===== src/rtl/bcd_rtc_pkg.sv =====
package bcd_rtc_pkg;

    typedef logic [3:0] nib_t;

    localparam int NREG = 16;

    typedef logic [NREG-1:0][3:0] regfile_t;

    localparam logic [3:0] IX_SEC_U = 4'd0;
    localparam logic [3:0] IX_SEC_T = 4'd1;
    localparam logic [3:0] IX_MIN_U = 4'd2;
    localparam logic [3:0] IX_MIN_T = 4'd3;
    localparam logic [3:0] IX_HR_U  = 4'd4;
    localparam logic [3:0] IX_HR_T  = 4'd5;
    localparam logic [3:0] IX_DAY_U = 4'd6;
    localparam logic [3:0] IX_DAY_T = 4'd7;
    localparam logic [3:0] IX_MON_U = 4'd8;
    localparam logic [3:0] IX_MON_T = 4'd9;
    localparam logic [3:0] IX_YR_U  = 4'd10;
    localparam logic [3:0] IX_YR_T  = 4'd11;
    localparam logic [3:0] IX_WDAY  = 4'd12;
    localparam logic [3:0] IX_CTL_D = 4'd13;
    localparam logic [3:0] IX_CTL_E = 4'd14;
    localparam logic [3:0] IX_CTL_F = 4'd15;

    // control bit positions
    localparam int D_HOLD_BIT  = 0;
    localparam int F_CLR_BIT   = 0;
    localparam int F_STOP_BIT  = 1;
    localparam int F_24H_BIT   = 2;
    // PM flag inside the hours-tens nibble
    localparam int HR_PM_BIT   = 2;

    // days in the current month, from BCD month and BCD year
    function automatic logic [4:0] month_days(nib_t mon_t, nib_t mon_u, nib_t yr_t, nib_t yr_u);
        int mon;
        int yr;
        logic [4:0] days;
        mon = int'(mon_t) * 10 + int'(mon_u);
        yr  = int'(yr_t) * 10 + int'(yr_u);
        case (mon)
            2:             days = ((yr % 4) == 0) ? 5'd29 : 5'd28;
            4, 6, 9, 11:   days = 5'd30;
            default:       days = 5'd31;
        endcase
        return days;
    endfunction

endpackage


===== src/rtl/rtc_prescaler.sv =====
module rtc_prescaler #(
    parameter int TICKS_PER_SEC = 4,
    localparam int CNT_W = (TICKS_PER_SEC > 1) ? $clog2(TICKS_PER_SEC) : 1
) (
    input  logic [CNT_W-1:0] cnt_q,
    input  logic             tick,
    input  logic             clr,
    input  logic             stop,
    output logic [CNT_W-1:0] cnt_d,
    output logic             sec_pulse
);

    localparam logic [CNT_W-1:0] LAST = CNT_W'(TICKS_PER_SEC - 1);

    always_comb begin
        cnt_d     = cnt_q;
        sec_pulse = 1'b0;
        if (clr) begin
            cnt_d = '0;
        end else if (tick && !stop) begin
            if (cnt_q == LAST) begin
                cnt_d     = '0;
                sec_pulse = 1'b1;
            end else begin
                cnt_d = cnt_q + 1'b1;
            end
        end
    end

endmodule


===== src/rtl/rtc_port_decode.sv =====
module rtc_port_decode #(
    parameter logic [7:0] PORT_ADDR = 8'h45
) (
    input  logic [15:0] io_addr,
    input  logic        io_rd,
    input  logic        io_wr,
    input  logic        inhibit,
    output logic [3:0]  idx,
    output logic        rd_en,
    output logic        wr_en
);

    logic hit;

    always_comb begin
        hit   = (io_addr[7:0] == PORT_ADDR) && !inhibit;
        idx   = io_addr[11:8];
        rd_en = hit && io_rd;
        wr_en = hit && io_wr;
    end

endmodule


===== src/rtl/rtc_advance.sv =====
module rtc_advance
    import bcd_rtc_pkg::*;
(
    input  regfile_t cur,
    input  logic     mode24,
    output regfile_t nxt
);

    logic       c_min, c_hr, c_day, c_mon, c_yr;
    logic [1:0] hr_tens, hr_tens_n;
    logic       pm, pm_n;
    nib_t       hr_u_n;
    logic [4:0] dim;
    logic [4:0] day_val;

    always_comb begin
        nxt   = cur;
        c_min = 1'b0;
        c_hr  = 1'b0;
        c_day = 1'b0;
        c_mon = 1'b0;
        c_yr  = 1'b0;

        // seconds
        if (cur[IX_SEC_U] >= 4'd9) begin
            nxt[IX_SEC_U] = 4'd0;
            if (cur[IX_SEC_T] >= 4'd5) begin
                nxt[IX_SEC_T] = 4'd0;
                c_min = 1'b1;
            end else begin
                nxt[IX_SEC_T] = cur[IX_SEC_T] + 4'd1;
            end
        end else begin
            nxt[IX_SEC_U] = cur[IX_SEC_U] + 4'd1;
        end

        // minutes
        if (c_min) begin
            if (cur[IX_MIN_U] >= 4'd9) begin
                nxt[IX_MIN_U] = 4'd0;
                if (cur[IX_MIN_T] >= 4'd5) begin
                    nxt[IX_MIN_T] = 4'd0;
                    c_hr = 1'b1;
                end else begin
                    nxt[IX_MIN_T] = cur[IX_MIN_T] + 4'd1;
                end
            end else begin
                nxt[IX_MIN_U] = cur[IX_MIN_U] + 4'd1;
            end
        end

        // hours
        hr_tens   = cur[IX_HR_T][1:0];
        pm        = cur[IX_HR_T][HR_PM_BIT];
        hr_tens_n = hr_tens;
        pm_n      = pm;
        hr_u_n    = cur[IX_HR_U];
        if (mode24) begin
            pm_n = 1'b0;
            if (hr_tens == 2'd2 && cur[IX_HR_U] >= 4'd3) begin
                hr_u_n    = 4'd0;
                hr_tens_n = 2'd0;
                c_day     = c_hr;
            end else if (cur[IX_HR_U] >= 4'd9) begin
                hr_u_n    = 4'd0;
                hr_tens_n = hr_tens + 2'd1;
            end else begin
                hr_u_n = cur[IX_HR_U] + 4'd1;
            end
        end else begin
            if (hr_tens == 2'd1 && cur[IX_HR_U] == 4'd2) begin
                hr_u_n    = 4'd1;
                hr_tens_n = 2'd0;
            end else if (hr_tens == 2'd1 && cur[IX_HR_U] == 4'd1) begin
                hr_u_n    = 4'd2;
                pm_n      = ~pm;
                c_day     = c_hr && pm;
            end else if (cur[IX_HR_U] >= 4'd9) begin
                hr_u_n    = 4'd0;
                hr_tens_n = 2'd1;
            end else begin
                hr_u_n = cur[IX_HR_U] + 4'd1;
            end
        end
        if (c_hr) begin
            nxt[IX_HR_U] = hr_u_n;
            nxt[IX_HR_T] = {1'b0, pm_n, hr_tens_n};
        end

        // day and weekday
        dim     = month_days(cur[IX_MON_T], cur[IX_MON_U], cur[IX_YR_T], cur[IX_YR_U]);
        day_val = 5'(cur[IX_DAY_T] * 4'd10 + cur[IX_DAY_U]);
        if (c_day) begin
            if (day_val >= dim) begin
                nxt[IX_DAY_U] = 4'd1;
                nxt[IX_DAY_T] = 4'd0;
                c_mon = 1'b1;
            end else if (cur[IX_DAY_U] >= 4'd9) begin
                nxt[IX_DAY_U] = 4'd0;
                nxt[IX_DAY_T] = cur[IX_DAY_T] + 4'd1;
            end else begin
                nxt[IX_DAY_U] = cur[IX_DAY_U] + 4'd1;
            end
            nxt[IX_WDAY] = (cur[IX_WDAY] >= 4'd6) ? 4'd0 : cur[IX_WDAY] + 4'd1;
        end

        // month
        if (c_mon) begin
            if (cur[IX_MON_T] == 4'd1 && cur[IX_MON_U] >= 4'd2) begin
                nxt[IX_MON_U] = 4'd1;
                nxt[IX_MON_T] = 4'd0;
                c_yr = 1'b1;
            end else if (cur[IX_MON_U] >= 4'd9) begin
                nxt[IX_MON_U] = 4'd0;
                nxt[IX_MON_T] = 4'd1;
            end else begin
                nxt[IX_MON_U] = cur[IX_MON_U] + 4'd1;
            end
        end

        // year
        if (c_yr) begin
            if (cur[IX_YR_U] >= 4'd9) begin
                nxt[IX_YR_U] = 4'd0;
                nxt[IX_YR_T] = (cur[IX_YR_T] >= 4'd9) ? 4'd0 : cur[IX_YR_T] + 4'd1;
            end else begin
                nxt[IX_YR_U] = cur[IX_YR_U] + 4'd1;
            end
        end
    end

endmodule


===== src/rtl/bcd_clock_regfile.sv =====
module bcd_clock_regfile
    import bcd_rtc_pkg::*;
#(
    parameter int         TICKS_PER_SEC = 4,
    parameter logic [7:0] PORT_ADDR     = 8'h45
) (
    input  logic        clk,
    input  logic        rst_n,
    input  logic        sys_reset,
    input  logic        tick_in,
    input  logic [15:0] io_addr,
    input  logic        io_rd,
    input  logic        io_wr,
    input  logic [7:0]  io_wdata,
    output logic [7:0]  io_rdata
);

    localparam int CNT_W = (TICKS_PER_SEC > 1) ? $clog2(TICKS_PER_SEC) : 1;

    typedef struct packed {
        regfile_t         regs;
        logic [CNT_W-1:0] cnt;
        logic             pending;
    } state_t;

    state_t st_d, st_q;

    logic [3:0]       idx;
    logic             rd_en, wr_en;
    logic [CNT_W-1:0] cnt_next;
    logic             sec_pulse;
    logic             hold, stop_bit, clr_bit, mode24;
    logic             sec_apply;
    regfile_t         regs_q, adv_regs;
    logic [CNT_W-1:0] cnt_q;

    assign regs_q   = st_q.regs;
    assign cnt_q    = st_q.cnt;
    assign hold     = st_q.regs[IX_CTL_D][D_HOLD_BIT];
    assign stop_bit = st_q.regs[IX_CTL_F][F_STOP_BIT];
    assign clr_bit  = st_q.regs[IX_CTL_F][F_CLR_BIT];
    assign mode24   = st_q.regs[IX_CTL_F][F_24H_BIT];

    rtc_port_decode #(.PORT_ADDR(PORT_ADDR)) u_decode (
        .io_addr (io_addr),
        .io_rd   (io_rd),
        .io_wr   (io_wr),
        .inhibit (sys_reset),
        .idx     (idx),
        .rd_en   (rd_en),
        .wr_en   (wr_en)
    );

    rtc_prescaler #(.TICKS_PER_SEC(TICKS_PER_SEC)) u_presc (
        .cnt_q     (st_q.cnt),
        .tick      (tick_in),
        .clr       (clr_bit),
        .stop      (stop_bit),
        .cnt_d     (cnt_next),
        .sec_pulse (sec_pulse)
    );

    rtc_advance u_adv (
        .cur    (st_q.regs),
        .mode24 (mode24),
        .nxt    (adv_regs)
    );

    assign sec_apply = !hold && (sec_pulse || st_q.pending);

    always_comb begin
        st_d     = st_q;
        st_d.cnt = cnt_next;
        if (hold && sec_pulse) begin
            st_d.pending = 1'b1;
        end else if (sec_apply) begin
            st_d.pending = 1'b0;
        end
        if (sec_apply) begin
            st_d.regs = adv_regs;
        end
        if (wr_en) begin
            st_d.regs[idx] = io_wdata[3:0];
        end
    end

    always_ff @(posedge clk or negedge rst_n) begin
        if (!rst_n) begin
            st_q                   <= '0;
            st_q.regs[IX_DAY_U]    <= 4'd1;
            st_q.regs[IX_MON_U]    <= 4'd1;
            st_q.regs[IX_CTL_F]    <= 4'b0100;
        end else begin
            st_q <= st_d;
        end
    end

    assign io_rdata = rd_en ? {4'h0, st_q.regs[idx]} : 8'h00;

endmodule


===== config.mk =====
export PLATFORM = sky130hd
export DESIGN_NAME = bcd_clock_regfile
export DESIGN_NICKNAME = d
export VERILOG_FILES = /design/src/rtl/bcd_rtc_pkg.sv /design/src/rtl/rtc_prescaler.sv /design/src/rtl/rtc_port_decode.sv /design/src/rtl/rtc_advance.sv /design/src/rtl/bcd_clock_regfile.sv
export SDC_FILE = /design/constraint.sdc
export NUM_CORES = 1
export LEC_CHECK = 0
export BUFFER_PORTS_ARGS = -buffer_cell sky130_fd_sc_hd__buf_2
export CORE_MARGIN = 2
export CORE_UTILIZATION = 65
export DETAILED_ROUTE_END_ITERATION = 8
export PLACE_DENSITY_LB_ADDON = 0.15
export SLEW_MARGIN = 10
export SYNTH_ARGS = -nofsm -noshare
export SYNTH_HDL_FRONTEND = slang
export SYNTH_SLANG_ARGS = --single-unit

===== constraint.sdc =====
create_clock -name clk -period 11.58 [get_ports clk]
set_clock_uncertainty 0.2 [all_clocks]
set_input_delay 0.579 -clock clk [delete_from_list [all_inputs] [get_ports clk]]
set_output_delay 0.579 -clock clk [all_outputs]
set_load 0.01 [all_outputs]

==> impl_results.md, run 1 <==
- Outcome: finished, final reports clean
- ANT cells: 0
- Initial antenna violation count: 0
- Commonest non-fill, non-tap cell in the layout: dfrtp_1
- Vias: ~4.8k
- Setup crit end kind: register
- Pre-CTS setup slack: 7.41 ns
- Synth top area cells: dfrtp_1 (29%), ha_1 (11%), mux4_2 (8.2%)
- Via-to-Cell Ratio: slightly below 7
- Clk slew on worst S/H paths: about 0.08 ns
- Peak supply drop: 0.0669 mV
- DP HPWL: between 10 and 15 mm
- Pwr Total: 0.506 mW
- Area leader, netlist: dfrtp_1
- Critical Path Start Type: register
- ANT nets after route: 0
- GR Overflow Total: 0
- Period minus WS final: roughly 4.2 ns
- H-tree levels: 3
- Cts hold-fix bufs: 0
- RSZ-0062 raised after global routing: no
- WS Path Type: reg -> reg
- Max stage delay on crit path: a little under 0.6 ns
- Comb pwr share: 11.2%
- Crit path DAT: 4.28 ns
- Fin. Hold Viols: 0
- Finished Core Util: about 71%
- Final net count: 680
- WL final: between 10 and 15 mm
- DIE AREA: 0.00923 mm^2
- Pins Over Slew Limit: 0
- Worst path slowest cell: or4_1
- Min-Delay Path Class: in -> async
- Setup TNS Final: 0 ns
- Row count: 33
- TritonCTS Sinks: 67
- CP required: around 12 ns
- Pre-antenna DRT Iters: 5
- Finished Layout Cells: ~710
- YS warnings: 0
- Max Buffers Root-to-Sink: 2
- First-pass GRT wire length: around 23 mm
- Placed cell count: around 690
- Core area: approximately 0.008 mm^2
- Share of layout cells above drive strength 1: 16.1%
- P_leak: between 2 and 3 nW
- Asr flop ratio synth: between 90% and 100%
- Die Height: about 96 um
- DRC viols: 0
- DR iter-0 viols: ~450
- Vias in the first global route: roughly 4.6k
- Area Overhead vs Synth: 6.56%
- Post-CTS setup buffers: 0
- FMAX: ~0.24 GHz
- FILL cells: 620
- Sw power: between 0.1 and 0.15 mW
- Worst-Skew Late Latency: between 0.3 and 0.4 ns
- Flops & latches, synth: between 60 and 70
- Max_cap viols: 0
- Worst-path cell chain: ha_1, ha_1, fa_1, o21a_1, nor4_1, o21ai_0, ha_1, nand2b_1, a21oi_1, or4_1, nor4_4, nor4b_1, a211o_1
- P per Cell Area: about 86 mW/mm^2
- Post-Syn Area: 0.00551 mm^2
- Drt wl/cell: about 21 um
- Share of power burned in registers: 49.0%
- CTS tree: done
- Sequential fraction of the synthesis area: a little under a third
- Slew HR: a little under two fifths
- CTS root buffer: clkbuf_8
- Die width: between 90 and 100 um
- Clk pwr share: between 30% and 40%
- Synth top area share: approximately 29%
- PostCTS Resize Cnt: 0
- # IOs: 38
- Commonest cells after routing, fill and taps aside: dfrtp_1 (64), nor2_1 (53), ha_1 (49)
- Initial Utilization: 67.1%
- Final Setup Violations: 0
- Largest net degree at the start of global routing: 68
- Final Cycle Share: 36.2%
- Distinct cell type count after synthesis: 66
- Sw Ratio: around a quarter
- Least-Margin Pin Slew: 0.920 ns
- Post-synth EDFFs: 0
- Gpl congestion: between 0.9 and 1
- Final setup margin: 7.39 ns
- CP max FO: 6
- I/O Buffers: 25
- Syn avg cell area: roughly 9.5 um^2
- Most used DFF post-synth: dfrtp_1
- Total track usage: 33.7%
- Worst path most repeated cell: ha_1
- CTS Buf Count: 9
- Internal: around 0.37 mW
- R2R Setup Slk: roughly 7.4 ns
- Cells after Synth: just under 600
==> synth_stat cells, types with 4 or more instances <==
cell	count
dfrtp_1	64
nor2_1	53
ha_1	49
a21oi_1	47
inv_1	32
o21ai_0	31
nand2_1	25
mux4_2	20
mux2_2	19
nand3_1	16
and3_1	13
clkbuf_1	13
nand2b_1	13
nor3_1	13
nor2b_1	11
mux2i_1	9
nand4_1	9
a21o_1	8
nor3b_1	8
o31ai_1	8
a211oi_1	7
nor4_1	7
a31oi_1	6
xnor2_1	6
a21boi_0	5
buf_2	5
buf_4	5
a22o_1	4
and2_1	4
nor4b_1	4
or4_1	4
xor2_1	4
==> power by group through the flow <==
| stage | clock network (mW) | logic, mW | registers (mW) |
|---|---|---|---|
| after floorplan | 0 | 0.0373 | 0.250 |
| after global placement | 0 | 0.0537 | 0.251 |
| after detailed placement | 0 | 0.0553 | 0.252 |
| after CTS | 0.202 | 0.0558 | 0.248 |
| after global routing | 0.213 | 0.0632 | 0.249 |
| final | 0.201 | 0.0565 | 0.248 |
==> layout make-up <==
cell class / count / area [um^2] / area share, %
Clock inverter: 2 / 35.0 / 0.597
Inverter: 32 / 120 / 2.05
Multi-Input combinational cell: 459 / 3590 / 61.2
Tap cell: 105 / 131 / 2.24
Timing Repair Buffer: 29 / 155 / 2.64
Sequential cell: 67 / 1680 / 28.6
Clock buffer: 13 / 159 / 2.71
==> per-stage QoR <==
stage	cell area (um^2)	hold slack, ns
2_1_floorplan	5520	0.0834
3_5_place_dp	5680	0.285
5_1_grt	5870	0.298
4_1_cts	5870	0.264
3_3_place_gp	5680	0.281
6_report	5870	0.210
==> worst paths after layout <==
check / cells past startpoint / from / end
worst min-delay path: 2 / rst_n / regs_q[25]
worst min register to register: 2 / regs_q[23] / regs_q[23]
max in group asynchronous: 2 / rst_n / regs_q[49]
worst max-delay path: 13 / regs_q[37] / regs_q[46]
min in group clk: 2 / regs_q[23] / regs_q[23]
worst max register to register: 13 / regs_q[37] / regs_q[46]
==> kinds of logic (layout without fill, tap and decap cells) <==
logic type | count (synthesis) | after routing | synth area share (%)
compound gates | 141 | 141 | 16.1
xor+xnor | 10 | 10 | 1.59
fa+ha+maj | 52 | 52 | 12.2
buf+inv | 58 | 76 | 4.54
flops | 67 | 67 | 30.5
mux | 48 | 48 | 13.7
other cells | 1 | 4 | 0.0681
simple gates | 204 | 204 | 21.3
==> layer usage <==
metal	routed length, um	vias up	GRT usage [%]
met4	497	0	13.6
met3	1160	44	7.75
met2	6850	236	53.0
li1	-	2190	-
met1	6000	2316	45.2
met5	0	-	0
==> worst max-delay path: cells and delay by family (launching register included) <==
| kind | cells | cell delay [ns] |
|---|---|---|
| and+or+nand+nor | 5 | 1.56 |
| AOI/OAI and AO/OA | 4 | 0.66 |
| adders and majority gates | 4 | 1.25 |
| DFF | 1 | 0.46 |
Power figures use the tool's default switching activity.
==> run 2, diff against run 1 <==
Settings changed: CORE_UTILIZATION 65 to 56.
Clock period 11.58 ns to 3.85 ns, I/O delays scaled along.
==> impl_results.md, run 2 (synthesized netlist as in run 1, its figures left out) <==
- Outcome: finished, final reports clean (unchanged)
- Hold path depth: 4
- CTS Buf Count: 9 (unchanged)
- Worst R2R Path Depth: 13 (unchanged)
- Drt wl/cell: 19.6 um (was 20.5 um)
- Hold_sp: tick_in
- Max_cap viols: 0 (unchanged)
- Commonest cells after routing, fill and taps aside: dfrtp_1 (64), nor2_1 (53), ha_1 (48) (was dfrtp_1 (64), nor2_1 (53), ha_1 (49))
- Slew HR: 35.8% (was 38.3%)
- Die width: 103 um (was 96.1 um)
- Largest net degree at the start of global routing: 51 (was 68)
- Critical Path Start Type: register (unchanged)
- Final Setup Violations: 0 (unchanged)
- Final hold slack: 0.0687 ns (was 0.210 ns)
- RSZ-0062 raised after global routing: yes (was no)
- Worst-Skew Late Latency: 0.35 ns (about the same)
- CP required: 3.89 ns (was 11.67 ns)
- Commonest non-fill, non-tap cell in the layout: dfrtp_1 (unchanged)
- FILL cells: 832 (was 620)
- DRC viols: 0 (unchanged)
- Setup crit end kind: register (unchanged)
- H-tree levels: 3 (unchanged)
- Die Height: 103 um (was 96.1 um)
- ANT nets after route: 0 (unchanged)
- DR iter-0 viols: 395 (was 452)
- R2r startpoint: regs_q[39] (was regs_q[37])
- Initial antenna violation count: 1 (was 0)
- Pre-antenna DRT Iters: 5 (unchanged)
- Core area: 0.00964 mm^2 (was 0.00822 mm^2)
- WS Path Type: reg -> reg (unchanged)
- Clk slew on worst S/H paths: 0.08 ns (about the same)
- P per Cell Area: 262 mW/mm^2 (was 86.1 mW/mm^2)
- CP max FO: 3 (was 6)
- Finished Core Util: 63.7% (was 71.5%)
- Peak supply drop: 0.213 mV (was 0.0669 mV)
- Pins Over Slew Limit: 0 (unchanged)
- Final setup margin: 0.0244 ns (was 7.39 ns)
- Vias in the first global route: 4570 (was 4567)
- CTS root buffer: clkbuf_8 (unchanged)
- Hold Path End: cnt_q[0]
- CTS tree: done (unchanged)
- R2R Setup Slk: 0.02 ns (was 7.39 ns)
- Via-to-Cell Ratio: 6.30 (was 6.77)
- Fin. Hold Viols: 0 (unchanged)
- Row count: 36 (was 33)
- Setup TNS Final: 0 ns (unchanged)
- Area Overhead vs Synth: 11.4% (was 6.56%)
- Max Buffers Root-to-Sink: 2 (unchanged)
- WL final: 14.8 mm (was 14.5 mm)
- FF-to-FF End: regs_q[46] (unchanged)
- # IOs: 38 (unchanged)
- Sequential cell area: 0.00168 mm^2 (unchanged)
- Pre-CTS setup slack: -0.0334 ns (was 7.41 ns)
- DP HPWL: 10.6 mm (was 10.2 mm)
- Period minus WS final: 3.83 ns (was 4.19 ns)
- Initial Utilization: 57.2% (was 67.1%)
- GR Overflow Total: 0 (unchanged)
- I/O Buffers: 25 (unchanged)
- Share of layout cells above drive strength 1: 20.4% (was 16.1%)
- Total track usage: 29.7% (was 33.7%)
- Final net count: 696 (was 680)
- Least-Margin Pin Slew: 0.956 ns (was 0.920 ns)
- Multi-input logic area: 0.00366 mm^2 (was 0.00359 mm^2)
- TritonCTS Sinks: 67 (unchanged)
- Min-Delay Path Class: in -> reg (was in -> async)
- DIE AREA: 0.0106 mm^2 (was 0.00923 mm^2)
- Pwr Total: 1.61 mW (was 0.506 mW)
- Crit path DAT: 3.86 ns (was 4.28 ns)
- First-pass GRT wire length: 23.9 mm (was 23.2 mm)
- Vias: 4748 (was 4786)
- Gpl congestion: 0.904 (was 0.925)
- P_leak: 2.79 nW (was 2.69 nW)
- FMAX: 0.261 GHz (was 0.238 GHz)
- Final Cycle Share: 99.4% (was 36.2%)
[run 2: area by class of cell]
type | instances | area share (%)
antenna | 2 | 0.0815
clock buffer | 10 | 2.24
clock inverter | 6 | 1.45
inverter | 32 | 1.96
multi-input combinational | 459 | 59.6
sequential | 67 | 27.4
tap | 133 | 2.71
timing repair buffer | 45 | 4.59
[run 2: worst max-delay path by stage]
stage | startpoint | to | slack (ns)
after global placement | regs_q[37] | regs_q[46] | 0.03
final | regs_q[39] | regs_q[46] | 0.02
after CTS | regs_q[37] | regs_q[46] | 0.00002
after floorplan | regs_q[37] | regs_q[46] | 0.21
after global routing | regs_q[39] | regs_q[46] | -0.13
after detailed placement | regs_q[37] | regs_q[46] | -0.03
[run 2: worst max-delay path, stage by stage, from the launching register on]
cell	delay, ns
dfrtp_1	0.39
ha_1	0.30
ha_2	0.19
fa_2	0.33
o21a_1	0.20
nor4_4	0.29
o21ai_1	0.10
ha_1	0.29
nand2b_4	0.13
a21oi_4	0.06
or4_4	0.54
nor4_4	0.34
a21oi_1	0.11
a211o_1	0.24
[run 2: power breakdown]
| group | leakage, nW | switching, mW | internal, mW |
|---|---|---|---|
| Combinational | 1.82 | 0.109 | 0.0661 |
| Sequential | 0.860 | 0.0224 | 0.722 |
| Clock | 0.108 | 0.304 | 0.383 |
[run 2: repair_timing]
| item | CTS | global route |
|---|---|---|
| hold endpoints to repair | 17 | 0 |
| setup endpoints to repair | 3 | 12 |
| setup buffers | 0 | 5 |
| gates resized for setup | 1 | 15 |
| hold buffers | 1 | 0 |
| pin swaps | 0 | 13 |
[run 2: routing by layer]
metal / global-route usage (%) / up-vias / wire [um]
met5: 0 / - / 0
met4: 9.62 / 0 / 318
met3: 5.24 / 27 / 897
met2: 47.0 / 176 / 7190
met1: 41.7 / 2334 / 6390
li1: - / 2211 / -
[run 2: stage by stage]
stage                     cells  area (um^2)
after floorplan             584         5520
after global placement      730         5790
after detailed placement    730         5790
after CTS                   747         6030
after global routing        752         6130
final                       754         6140
